$ cat src/rtl/busdma_pkg.sv
package busdma_pkg;
  localparam int BASE_BYTES = 4;
  localparam int BASE_W     = BASE_BYTES * 8;
  localparam int WIN_BYTES  = 8;
  localparam int CMD_OFF    = 0;
  localparam int STAT_OFF   = 2;
  localparam int BASE_OFF   = 4;
  localparam int START_BIT  = 0;
  localparam int DIR_BIT    = 3;
  localparam int ACT_BIT    = 0;
  localparam int ERR_BIT    = 1;
  localparam int INT_BIT    = 2;
  localparam logic [7:0] CMD_KEEP = 8'h09;

  typedef struct packed {
    logic loadPtr;
  } dpStrobe_t;

  function automatic int accBytes(input logic [1:0] code);
    case (code)
      2'd0:    return 1;
      2'd1:    return 2;
      default: return 4;
    endcase
  endfunction
endpackage

$ cat src/rtl/busdma_ctl.sv
module busdma_ctl
  import busdma_pkg::*;
(
  input  logic       clk,
  input  logic       rstN,
  input  logic       cmdWrEn,
  input  logic [7:0] cmdByte,
  input  logic       statWrEn,
  input  logic [7:0] statByte,
  input  logic       walkDone,
  input  logic       walkMore,
  input  logic       walkFail,
  input  logic       devIrq,
  output logic [7:0] cmdReg,
  output logic [7:0] statReg,
  output logic       kickPulse,
  output logic       cancelPulse,
  output dpStrobe_t  strobe
);
  logic startChg, goStart, goStop;
  logic actBit, errBit, intBit;

  always_comb begin
    startChg    = cmdWrEn && (cmdByte[START_BIT] != cmdReg[START_BIT]);
    goStart     = startChg && cmdByte[START_BIT];
    goStop      = startChg && !cmdByte[START_BIT];
    kickPulse   = goStart && !actBit;
    cancelPulse = goStop;
    strobe.loadPtr = goStart;
  end

  always_ff @(posedge clk) begin
    if (!rstN) begin
      cmdReg <= '0;
      actBit <= 1'b0;
      errBit <= 1'b0;
      intBit <= 1'b0;
    end else begin
      if (cmdWrEn) cmdReg <= cmdByte & CMD_KEEP;
      if (goStop)        actBit <= 1'b0;
      else if (goStart)  actBit <= 1'b1;
      else if (walkDone) actBit <= walkMore;
      if (walkFail)                          errBit <= 1'b1;
      else if (statWrEn && statByte[ERR_BIT]) errBit <= 1'b0;
      if (devIrq)                            intBit <= 1'b1;
      else if (statWrEn && statByte[INT_BIT]) intBit <= 1'b0;
    end
  end

  always_comb begin
    statReg = '0;
    statReg[ACT_BIT] = actBit;
    statReg[ERR_BIT] = errBit;
    statReg[INT_BIT] = intBit;
  end
endmodule

$ cat src/rtl/busdma_dp.sv
module busdma_dp
  import busdma_pkg::*;
(
  input  logic                  clk,
  input  logic                  rstN,
  input  dpStrobe_t             strobe,
  input  logic [BASE_BYTES-1:0] laneEn,
  input  logic [BASE_W-1:0]     laneData,
  output logic [BASE_W-1:0]     baseAddr,
  output logic [BASE_W-1:0]     tablePtr
);
  logic [BASE_W-1:0] nextBase;

  always_comb begin
    nextBase = baseAddr;
    for (int i = 0; i < BASE_BYTES; i++)
      if (laneEn[i]) nextBase[i*8 +: 8] = laneData[i*8 +: 8];
    nextBase[1:0] = 2'b00;
  end

  always_ff @(posedge clk) begin
    if (!rstN) begin
      baseAddr <= '0;
      tablePtr <= '0;
    end else begin
      baseAddr <= nextBase;
      if (strobe.loadPtr) tablePtr <= baseAddr;
    end
  end
endmodule

$ cat src/rtl/busdma_ctl_regs.sv
module busdma_ctl_regs
  import busdma_pkg::*;
(
  input  logic        clk,
  input  logic        rstN,
  input  logic        regWr,
  input  logic [2:0]  regAddr,
  input  logic [1:0]  regSize,
  input  logic [31:0] wrData,
  output logic [31:0] rdData,
  output logic        kickPulse,
  output logic        cancelPulse,
  output logic [31:0] tablePtr,
  output logic        xferDir,
  input  logic        walkDone,
  input  logic        walkMore,
  input  logic        walkFail,
  input  logic        devIrq,
  output logic        hostIrq
);
  logic [7:0]            cmdReg, statReg, cmdByte, statByte;
  logic                  cmdWrEn, statWrEn;
  logic [BASE_BYTES-1:0] baseLaneEn;
  logic [BASE_W-1:0]     baseLaneData, baseAddr;
  logic [WIN_BYTES*8-1:0] regImg;
  dpStrobe_t             strobe;

  function automatic logic laneHit(input int lane, input int off, input int n);
    return (lane >= off) && (lane < off + n);
  endfunction

  function automatic logic [7:0] lanePick(input int lane, input int off,
                                          input logic [31:0] d);
    return d[((lane - off) & 3) * 8 +: 8];
  endfunction

  always_comb begin
    int offI, nI;
    offI     = int'(regAddr);
    nI       = accBytes(regSize);
    cmdWrEn  = regWr && laneHit(CMD_OFF, offI, nI);
    cmdByte  = lanePick(CMD_OFF, offI, wrData);
    statWrEn = regWr && laneHit(STAT_OFF, offI, nI);
    statByte = lanePick(STAT_OFF, offI, wrData);
    for (int i = 0; i < BASE_BYTES; i++) begin
      baseLaneEn[i]         = regWr && laneHit(BASE_OFF + i, offI, nI);
      baseLaneData[i*8 +: 8] = lanePick(BASE_OFF + i, offI, wrData);
    end
  end

  busdma_ctl u_ctl (
    .clk(clk), .rstN(rstN),
    .cmdWrEn(cmdWrEn), .cmdByte(cmdByte),
    .statWrEn(statWrEn), .statByte(statByte),
    .walkDone(walkDone), .walkMore(walkMore), .walkFail(walkFail),
    .devIrq(devIrq),
    .cmdReg(cmdReg), .statReg(statReg),
    .kickPulse(kickPulse), .cancelPulse(cancelPulse),
    .strobe(strobe)
  );

  busdma_dp u_dp (
    .clk(clk), .rstN(rstN),
    .strobe(strobe),
    .laneEn(baseLaneEn), .laneData(baseLaneData),
    .baseAddr(baseAddr), .tablePtr(tablePtr)
  );

  assign regImg  = {baseAddr, 8'h00, statReg, 8'h00, cmdReg};
  assign xferDir = cmdReg[DIR_BIT];
  assign hostIrq = devIrq;

  always_comb begin
    int offI, nI;
    offI   = int'(regAddr);
    nI     = accBytes(regSize);
    rdData = '0;
    for (int k = 0; k < 4; k++)
      if (k < nI && offI + k < WIN_BYTES)
        rdData[k*8 +: 8] = regImg[(offI + k) * 8 +: 8];
  end
endmodule

$ cat config.mk
export PLATFORM = sky130hd
export DESIGN_NAME = busdma_ctl_regs
export DESIGN_NICKNAME = d
export VERILOG_FILES = /design/src/rtl/busdma_pkg.sv /design/src/rtl/busdma_ctl.sv /design/src/rtl/busdma_dp.sv /design/src/rtl/busdma_ctl_regs.sv
export SDC_FILE = /design/constraint.sdc
export NUM_CORES = 1
export LEC_CHECK = 0
export BUFFER_PORTS_ARGS = -buffer_cell sky130_fd_sc_hd__clkbuf_2
export CAP_MARGIN = 20
export CORE_MARGIN = 1
export CORE_UTILIZATION = 50
export CTS_BUF_LIST = sky130_fd_sc_hd__clkbuf_8
export CTS_CLUSTER_SIZE = 12
export DETAILED_ROUTE_END_ITERATION = 10
export PLACE_DENSITY_LB_ADDON = 0.12
export SLEW_MARGIN = 20
export SYNTH_ARGS = -nofsm -noshare
export SYNTH_HDL_FRONTEND = slang
export SYNTH_HIERARCHICAL = 1
export SYNTH_SLANG_ARGS = --single-unit
$ cat constraint.sdc
create_clock -name clk -period 4.1 [get_ports clk]
set_input_delay 0.205 -clock clk [delete_from_list [all_inputs] [get_ports clk]]
set_output_delay 0.205 -clock clk [all_outputs]
set_load 0.01 [all_outputs]
==> parameters.txt, run 1 <==
Parameter                              Value

Final layout
  Area of combinational cells with multiple inputs ... 0.00332 mm2
  Syn-to-layout area delta ... 11.8%
  Share of final-layout standard cells stronger than drive strength 1 ... 32.3%
  Antenna cells ... 0
  Area taken by flip-flops and latches ... 0.00130 mm2
  Commonest non-fill, non-tap cell in the layout ... sky130_fd_sc_hd__clkbuf_2
  Filler cells ... 890
  Commonest cells after routing, fill and taps aside ... 108 x sky130_fd_sc_hd__clkbuf_2, 90 x sky130_fd_sc_hd__mux2i_1, 65 x sky130_fd_sc_hd__dfxtp_1, 63 x sky130_fd_sc_hd__nor2b_1, 31 x sky130_fd_sc_hd__mux4_2
  Total number of nets in the final design ... 628

Place
  Final RePlAce weighted congestion ... 0.811
  Post-detail-place hpwl ... 9.92 mm
  Port Buf Inserts ... 109
  Worst Setup Slack post-DPL ... 0.845 ns

Hold path
  Cell count of the worst hold path ... 2
  Hold Crit Class ... primary input to flip-flop
  Startpoint of the worst hold path ... walkFail
  Terminating pin of the worst hold path ... u_ctl/errBit

Clock tree
  CTS root buffer ... sky130_fd_sc_hd__clkbuf_8
  Buffers inserted by post-CTS timing repair ... 0
  Clock latency of the later-clocked register in the worst-skew pair ... 0.35 ns
  CTS max path bufs ... 2
  TritonCTS clock tree ... yes
  Clock net sink count ... 65
  H-tree lvl count ... 3
  Hold buffer count at CTS ... 0
  Number of gates given a new drive strength after cts ... 0
  Register clock-pin slew on the reported worst setup and hold paths ... 0.08 ns
  Number of clock buffers inserted by TritonCTS ... 9

Synthesis
  Post-synthesis average cell area ... 10.2 um2
  Cell area after synthesis ... 0.00505 mm2
  Ys Warns ... 6
  Cells after synthesis ... 497

Routing
  DR WL/cell ... 19.1 um
  Average via count per standard cell ... 5.80
  Total vias in the final route ... 4,150
  Remaining number of nets flagged by the antenna check after routing ... 0
  Final WL ... 13.7 mm
  Total iterations of the first detailed-routing run ... 5
  Count of unresolved DRC violations after routing ... 0
  First DRT Iteration DRCs ... 203

Run status
  Result of the run ... finished clean

GRT
  Pin count of the biggest net entering global routing ... 64
  First-pass GRT wire length ... 21.2 mm
  Vias in the first global route ... 3,870
  Overall overflow remaining after global route ... 0
  Antenna violations before repair ... 0
  Overall track demand over capacity in global routing ... 27.1%

Timing
  Final-layout worst hold slack ... 0.0526 ns
  Part of the cycle the worst path needs ... 70.1%
  Clock Skews ... 0.00843 ns
  Final min period ... 2.87 ns
  Sum of negative setup slack ... 0 ns
  Worst setup slack after layout ... 1.23 ns
  Relative max-transition margin ... 30.2%
  Setup-failing EPs final ... 0
  RSZ-0062 raised after global routing ... false
  Actual slew at the worst max-slew pin ... 1.05 ns
  Number of slew-limit violations in the final report ... 0
  Hold violation total from the final report ... 0
  Peak Freq ... 0.348 GHz

Setup path
  Data required, critical path ... 4.34 ns
  Data arrival, critical path ... 3.11 ns
  Largest stage delay on the critical path ... 0.55 ns
  Kind of end point of the critical path ... flip-flop
  Critical Path Start Type ... primary input
  Register-to-register path setup slack ... 2.52 ns
  R2R Path End ... u_dp/tablePtr[11]
  Ordered list of cells on the worst path ... buf_4 -> ha_1 -> inv_1 -> fa_1 -> nand2b_1 -> nor2_1 -> a211oi_1 -> nand3b_2 -> inv_1 -> buf_4 -> mux2i_1 -> nor2b_1
  Critical Path Fanout Max ... 30
  Worst R2R Path Depth ... 5
  Slowest library cell on the worst path ... sky130_fd_sc_hd__a211oi_1
  Setup CP Type ... primary input to flip-flop
  Worst r2r src ... u_ctl/cmdReg[0]

Pwr
  Switching power of the nets ... 0.517 mW
  Register share of total power ... 40.4%
  Pwr dens ... 306 mW/mm2
  Static leakage ... 2.30 nW
  Part of the power in combinational logic ... 23.9%
  Internal Pwr Total ... 1.21 mW
  Clock group share of total power ... 35.7%
  Net Sw Frac ... 29.9%
  Worst-case vdd ir drop ... 150 uV

Floorplan
  Row Count ... 36
  X dimension of the die ... 103 um
  Die H ... 103 um
  Placeable core region ... 0.00977 mm2
  Area enclosed by the die boundary ... 0.0105 mm2
  Starting density of the core ... 51.7%
  Number of top-level pins ... 112

Job
  Max-cap check violation count ... 0
## worst max path at each step
stage | from | endpoint | slack (ns) | depth (start not counted)
after floorplan | regAddr[1] | u_dp/tablePtr[10] | 1.39 | 13
after global placement | regAddr[0] | u_dp/tablePtr[9] | 0.97 | 12
after detailed placement | regAddr[0] | u_dp/tablePtr[25] | 0.84 | 12
after CTS | regAddr[0] | u_dp/tablePtr[25] | 1.21 | 12
after global routing | regAddr[0] | u_dp/tablePtr[6] | 0.89 | 12
final | regAddr[0] | u_dp/tablePtr[11] | 1.23 | 12
## final cells by class
type                       count  share of cell area [%]
tap                          133                    2.95
clock inverter                 6                    1.46
multi-input combinational    375                    58.7
clock buffer                  10                    2.44
sequential                    65                    23.0
timing repair buffer         118                    10.9
inverter                       8                   0.532
## power groups by stage
stage	Sequential (mW)	Combinational (mW)	Clock, mW
2_1_floorplan	0.692	0.325	0
3_3_place_gp	0.711	0.400	0
3_5_place_dp	0.712	0.410	0
4_1_cts	0.697	0.410	0.626
5_1_grt	0.702	0.448	0.657
6_report	0.698	0.413	0.617
## critical path: cells and delay by family
family	cells	cell delay (ns)
buffers and inverters	4	0.94
adder cells (fa/ha/maj)	2	0.72
AO/OA/AOI/OAI	1	0.55
AND/OR/NAND/NOR	4	0.40
multiplexers	1	0.25
## through the flow
step           cell area [um2]  total power, mW  utilization [%]  std cells
4_1_cts                   5650             1.73             57.8        715
6_report                  5650             1.73             57.8        715
3_5_place_dp              5430             1.12             55.5        699
5_1_grt                   5650             1.81             57.8        715
2_1_floorplan             5100             1.02                -        510
3_3_place_gp              5430             1.11             55.5        699
## per-layer routing
| metal | global-route usage (%) | routed length [um] | vias up |
|---|---|---|---|
| met5 | 0 | 0 | - |
| li1 | - | - | 1951 |
| met1 | 38.2 | 6230 | 2004 |
| met2 | 41.6 | 6310 | 173 |
| met3 | 4.47 | 869 | 22 |
| met4 | 10.4 | 272 | 0 |
## flip-flops by register name, indices dropped and copies added, names as in the netlist
register       count
u_ctl/intBit       1
u_ctl/cmdReg       2
u_ctl/actBit       1
u_ctl/errBit       1
u_dp/tablePtr     30
u_dp/baseAddr     30
Note: power is estimated with default switching activity, not from simulation.
==> run 2, diff against run 1 <==
clock period = 2.4 ns   (was 4.1 ns; I/O delays follow)
==> parameters.txt, run 2 (synthesized netlist as in run 1, its figures left out) <==
Parameter                              Value

Routing
  Total vias in the final route ... 4,220 (+1.7%)
  Average via count per standard cell ... 5.79 (-0.27%)
  First DRT Iteration DRCs ... 170 (-16%)
  Count of unresolved DRC violations after routing ... 0 (unchanged)
  Total iterations of the first detailed-routing run ... 4 (-1)
  Remaining number of nets flagged by the antenna check after routing ... 0 (unchanged)
  Final WL ... 13.7 mm (about the same)
  DR WL/cell ... 18.8 um (-2.0%)

GRT
  First-pass GRT wire length ... 21.4 mm (+0.81%)
  Overall overflow remaining after global route ... 0 (unchanged)
  Met1 global-route usage ... 36.5% (-1.6 points)
  GR peak layer ... met2
  Antenna violations before repair ... 0 (unchanged)
  Met2 routing resource usage after global routing ... 42.9% (+1.3 points)
  Vias in the first global route ... 4,135 (+6.8%)
  Met3 demand-to-capacity share in global routing ... 5.15% (+0.68 points)
  Overall track demand over capacity in global routing ... 27.2% (+0.16 points)
  Pin count of the biggest net entering global routing ... 86 (+34%)

Final layout
  Share of final-layout standard cells stronger than drive strength 1 ... 33.7% (+1.4 points)
  Biggest registers after layout ... u_dp/baseAddr x30, u_dp/tablePtr x30, u_ctl/cmdReg x2
  Commonest non-fill, non-tap cell in the layout ... sky130_fd_sc_hd__clkbuf_2
  Antenna cells ... 0 (unchanged)
  Commonest cells after routing, fill and taps aside ... 108 x sky130_fd_sc_hd__clkbuf_2, 90 x sky130_fd_sc_hd__mux2i_1, 65 x sky130_fd_sc_hd__dfxtp_1, 63 x sky130_fd_sc_hd__nor2b_1, 31 x sky130_fd_sc_hd__mux4_2
  Post-route insts no fill ... 729 (+2.0%)
  Syn-to-layout area delta ... 14.5%
  Total number of nets in the final design ... 642 (+2.2%)

Timing
  Hold violation total from the final report ... 0 (unchanged)
  Part of the cycle the worst path needs ... 90.5%
  Clock Skews ... 0.00762 ns (-0.000813 ns)
  Setup-failing EPs final ... 0 (unchanged)
  Relative max-transition margin ... 56.5% (+26 points)
  Actual slew at the worst max-slew pin ... 0.652 ns (-0.395 ns)
  Number of slew-limit violations in the final report ... 0 (unchanged)
  Final min period ... 2.17 ns
  Final-layout worst hold slack ... 0.0135 ns (-0.0391 ns)
  RSZ-0062 raised after global routing ... false
  Peak Freq ... 0.461 GHz

Clock tree
  Clock latency of the later-clocked register in the worst-skew pair ... 0.34 ns (about the same)
  TritonCTS clock tree ... yes
  Number of gates given a new drive strength after cts ... 0 (unchanged)
  Register clock-pin slew on the reported worst setup and hold paths ... 0.08 ns (about the same)
  H-tree lvl count ... 3 (unchanged)
  Number of clock buffers inserted by TritonCTS ... 9 (unchanged)
  CTS max path bufs ... 2 (unchanged)
  Clock net sink count ... 65 (unchanged)
  CTS root buffer ... sky130_fd_sc_hd__clkbuf_8

Job
  Max-cap check violation count ... 0 (unchanged)

Pwr
  Final Total Pwr ... 2.89 mW (+67%)
  Static leakage ... 2.38 nW (+3.1%)
  Pwr dens ... 500 mW/mm2 (+63%)
  Worst-case vdd ir drop ... 279 uV (+86%)

Place
  Final RePlAce weighted congestion ... 0.853 (+5.2%)
  Port Buf Inserts ... 109 (unchanged)
  Placed cells ... 711 (+1.7%)
  Post-detail-place hpwl ... 10.0 mm (+1.2%)

Setup path
  Ordered list of cells on the worst path ... clkbuf_2 -> nor2_1 -> ha_1 -> inv_1 -> fa_1 -> nand2b_1 -> o21ai_0 -> a211oi_2 -> buf_4 -> and3b_1 -> clkbuf_2
  Largest stage delay on the critical path ... 0.41 ns (-0.14 ns)
  Kind of end point of the critical path ... primary output
  Slowest library cell on the worst path ... sky130_fd_sc_hd__fa_1
  Kind of cell adding the most delay to the critical path ... adder cells
  Critical Path Start Type ... primary input
  Launch point of the critical path ... regSize[0]
  Worst r2r src ... u_ctl/cmdReg[0]
  Setup CP Type ... primary input to primary output
  Most common cell on crit path ... sky130_fd_sc_hd__clkbuf_2
  Data required, critical path ... 2.28 ns (-2.06 ns)
  WP buf/inv ... 4 (unchanged)
  Critical Path Fanout Max ... 4 (-87%)
  Data arrival, critical path ... 2.05 ns (-1.06 ns)

Run status
  Result of the run ... finished clean

Hold path
  Hold Crit Class ... primary input to flip-flop
  Startpoint of the worst hold path ... rstN

Floorplan
  Starting density of the core ... 51.7% (unchanged)
  Die H ... 103 um (unchanged)
  X dimension of the die ... 103 um (unchanged)
  Number of top-level pins ... 112 (unchanged)
  Placeable core region ... 0.00977 mm2 (unchanged)
  Row Count ... 36 (unchanged)
  Area enclosed by the die boundary ... 0.0105 mm2 (unchanged)
## run 2: cell count changes in the layout (fill, tap and decap cells not counted), sizes merged
cell / change
dlygate4sd3: +2
clkinv: -1
clkinvlp: +1
bufinv: -1
buf: +12
clkbuf: +1
## run 2: final cells by class
| type | instances | area (um2) |
|---|---|---|
| clock buffers | 11 | 151 |
| clock inverters | 5 | 55.1 |
| fillers | 875 | 3990 |
| inverters | 8 | 31.3 |
| multi-input cells | 375 | 3320 |
| flip-flops and latches | 65 | 1300 |
| well taps | 133 | 166 |
| repair buffers | 132 | 763 |
## run 2: through the flow
step | setup WS (ns) | area, um2 | TNS (ns) | utilization, %
floorplan | 0.0313 | 5110 | 0 | -
global placement | 0.0725 | 5560 | 0 | 56.9
detailed placement | -0.0454 | 5560 | -0.469 | 56.9
CTS | 0.210 | 5790 | 0 | 59.2
global route | 0.0741 | 5790 | 0 | 59.2
finish | 0.229 | 5790 | 0 | 59.2
## run 2: metal layers
| metal | part of all wire, % | wire [um] |
|---|---|---|
| met1 | 44 | 6060 |
| met2 | 47 | 6430 |
| met3 | 6.2 | 851 |
| met4 | 2.4 | 332 |
| met5 | 0 | 0 |
## run 2: path summary, 6_finish.rpt
path	endpoint	slack [ns]	cells past startpoint
max reg2reg	u_dp/tablePtr[16]	1.07	5
min reg2reg	u_ctl/cmdReg[0]	0.51	2
min	u_ctl/errBit	0.01	2
max	cancelPulse	0.23	11
## run 2: repair_timing
item,in CTS,in global routing
hold endpoints to repair,2,0
hold buffers,2,0
setup buffers,0,0
## run 2: power breakdown
part	internal, mW	leakage (nW)	switching, mW
clock	0.533	0.107	0.439
combinational	0.360	1.74	0.368
sequential	1.12	0.528	0.0718
==> run 3, diff against run 2 <==
RECOVER_POWER = 50   (was unset)
==> parameters.txt, run 3 (synthesized netlist as in run 1, its figures left out) <==
Parameter                              Value

Run status
  Result of the run ... finished clean

Clock tree
  Buffers inserted by post-CTS timing repair ... 0 (unchanged)
  Clock net sink count ... 65 (unchanged)
  CTS root buffer ... sky130_fd_sc_hd__clkbuf_8
  CTS max path bufs ... 2 (unchanged)
  Clock latency of the later-clocked register in the worst-skew pair ... 0.34 ns (about the same)
  Number of gates given a new drive strength after cts ... 0 (unchanged)
  Number of clock buffers inserted by TritonCTS ... 9 (unchanged)
  TritonCTS clock tree ... yes
  Register clock-pin slew on the reported worst setup and hold paths ... 0.08 ns (about the same)
  Hold buffer count at CTS ... 2 (unchanged)
  H-tree lvl count ... 3 (unchanged)

Final layout
  Antenna cells ... 0 (unchanged)
  Commonest cells after routing, fill and taps aside ... 90 x sky130_fd_sc_hd__mux2i_1, 65 x sky130_fd_sc_hd__dfxtp_1, 63 x sky130_fd_sc_hd__nor2b_1, 60 x sky130_fd_sc_hd__clkbuf_2, 53 x sky130_fd_sc_hd__clkbuf_1
  Share of final-layout standard cells stronger than drive strength 1 ... 24.8% (-8.9 points)
  Post-Route Utilization ... 58.3% (-0.90 points)
  Post-route insts no fill ... 729 (unchanged)
  Total number of nets in the final design ... 642 (unchanged)
  Biggest registers after layout ... u_dp/baseAddr x30, u_dp/tablePtr x30, u_ctl/cmdReg x2
  Syn-to-layout area delta ... 12.8%
  Commonest non-fill, non-tap cell in the layout ... sky130_fd_sc_hd__mux2i_1
  Final instance area ... 0.00570 mm2 (-1.5%)
  Filler cells ... 904 (+3.3%)

GRT
  First-pass GRT wire length ... 21.4 mm (unchanged)
  Pin count of the biggest net entering global routing ... 86 (unchanged)
  Overall track demand over capacity in global routing ... 27.2% (unchanged)
  GR peak layer ... met2
  Met1 global-route usage ... 36.5% (unchanged)
  Vias in the first global route ... 4,135 (unchanged)
  Met2 routing resource usage after global routing ... 42.9% (unchanged)
  Antenna violations before repair ... 0 (unchanged)
  Met3 demand-to-capacity share in global routing ... 5.15% (unchanged)
  Overall overflow remaining after global route ... 0 (unchanged)

Place
  Final RePlAce weighted congestion ... 0.853 (unchanged)
  Placed cells ... 711 (unchanged)
  Worst Setup Slack post-DPL ... -0.0454 ns (unchanged)
  Placement Cell Area ... 0.00556 mm2 (unchanged)
  Post-detail-place hpwl ... 10.0 mm (unchanged)
  Port Buf Inserts ... 109 (unchanged)

Routing
  Remaining number of nets flagged by the antenna check after routing ... 0 (unchanged)
  Total iterations of the first detailed-routing run ... 5 (+1)
  Average via count per standard cell ... 5.78 (-0.14%)
  First DRT Iteration DRCs ... 150 (-12%)
  Count of unresolved DRC violations after routing ... 0 (unchanged)
  DR WL/cell ... 18.9 um (+0.51%)
  Total vias in the final route ... 4,214 (-0.14%)
  Final WL ... 13.7 mm (+0.51%)

Timing
  Hold violation total from the final report ... 0 (unchanged)
  Peak Freq ... 0.460 GHz (about the same)
  RSZ-0062 raised after global routing ... false
  Worst setup slack after layout ... 0.228 ns (-0.00138 ns)
  Relative max-transition margin ... 45.8% (-11 points)
  Setup-failing EPs final ... 0 (unchanged)
  Number of slew-limit violations in the final report ... 0 (unchanged)
  Final-layout worst hold slack ... 0.00955 ns (-0.00393 ns)
  Part of the cycle the worst path needs ... 90.5% (about the same)
  Actual slew at the worst max-slew pin ... 0.813 ns (+0.161 ns)
  Sum of negative setup slack ... 0 ns (unchanged)
  Clock Skews ... 0.00815 ns (+0.000529 ns)
  Final min period ... 2.17 ns (+0.00138 ns)

Setup path
  Data required, critical path ... 2.28 ns (about the same)
  Data arrival, critical path ... 2.05 ns (about the same)
  Kind of end point of the critical path ... primary output
  Critical Path Fanout Max ... 4 (unchanged)
  Setup CP Type ... primary input to primary output
  Worst R2R Path Depth ... 5 (unchanged)
  Critical Path Start Type ... primary input

Pwr
  Final Total Pwr ... 2.89 mW (about the same)
  Net Sw Frac ... 30.7% (+0.30 points)
  Part of the power in combinational logic ... 24.9% (-0.2 points)
  Register share of total power ... 41.3% (about the same)
  Switching power of the nets ... 0.886 mW (+0.92%)
  Clock group share of total power ... 33.8% (+0.2 points)
  Worst-case vdd ir drop ... 278 uV (-0.19%)
  Static leakage ... 2.19 nW (-7.9%)
  Internal Pwr Total ... 2.00 mW (-0.50%)
  Pwr dens ... 507 mW/mm2 (+1.5%)

Floorplan
  Number of top-level pins ... 112 (unchanged)
  Starting density of the core ... 51.7% (unchanged)
  Area enclosed by the die boundary ... 0.0105 mm2 (unchanged)
  Die H ... 103 um (unchanged)
  Placeable core region ... 0.00977 mm2 (unchanged)
  Row Count ... 36 (unchanged)
  X dimension of the die ... 103 um (unchanged)

Hold path
  Cell count of the worst hold path ... 2 (unchanged)
  Hold Crit Class ... primary input to flip-flop

Job
  Max-cap check violation count ... 0 (unchanged)
==> run 3: changes by cell type in the layout (fill, tap and decap cells not counted), sizes merged <==
cell,delta
buf,-5
clkbuf,+5
==> run 3: final cells by class <==
type                            instances  area [um2]  area share (%)
Clock buffer                           11         151            2.66
Clock inverter                          5        55.1           0.966
Inverter                                8        31.3           0.549
Multi-Input combinational cell        375        3320            58.2
Sequential cell                        65        1300            22.8
Tap cell                              133         166            2.92
Timing Repair Buffer                  132         676            11.9
==> run 3: worst max-delay path, cell delays in order <==
cell and delay, ns:
sky130_fd_sc_hd__clkbuf_1 0.10, sky130_fd_sc_hd__nor2_1 0.14, sky130_fd_sc_hd__ha_1 0.19, sky130_fd_sc_hd__inv_1 0.05
sky130_fd_sc_hd__fa_1 0.41, sky130_fd_sc_hd__nand2b_1 0.10, sky130_fd_sc_hd__o21ai_0 0.13, sky130_fd_sc_hd__a211oi_2 0.30
sky130_fd_sc_hd__buf_4 0.17, sky130_fd_sc_hd__and3b_1 0.20, sky130_fd_sc_hd__clkbuf_2 0.14
==> run 3: path summary, 6_finish.rpt <==
path                        start  slack, ns                 to
setup reg to reg  u_ctl/cmdReg[0]       1.06  u_dp/tablePtr[16]
setup / recovery       regSize[1]       0.23        cancelPulse
hold / removal               rstN       0.01       u_ctl/errBit
hold reg to reg   u_ctl/cmdReg[0]       0.52    u_ctl/cmdReg[0]
==> run 3: metal layers <==
| layer | vias to the layer above | wire length (um) |
|---|---|---|
| li1 | 1976 | - |
| met4 | 0 | 342 |
| met5 | - | 0 |
| met1 | 2042 | 6210 |
| met2 | 172 | 6340 |
| met3 | 24 | 855 |
==> run 3: power groups by stage <==
stage	combinational (mW)	sequential (mW)	clock, mW
floorplan	0.557	1.18	0
global route	0.779	1.20	1.05
detailed placement	0.720	1.22	0
finish	0.719	1.19	0.978
global placement	0.704	1.22	0
CTS	0.725	1.19	0.996
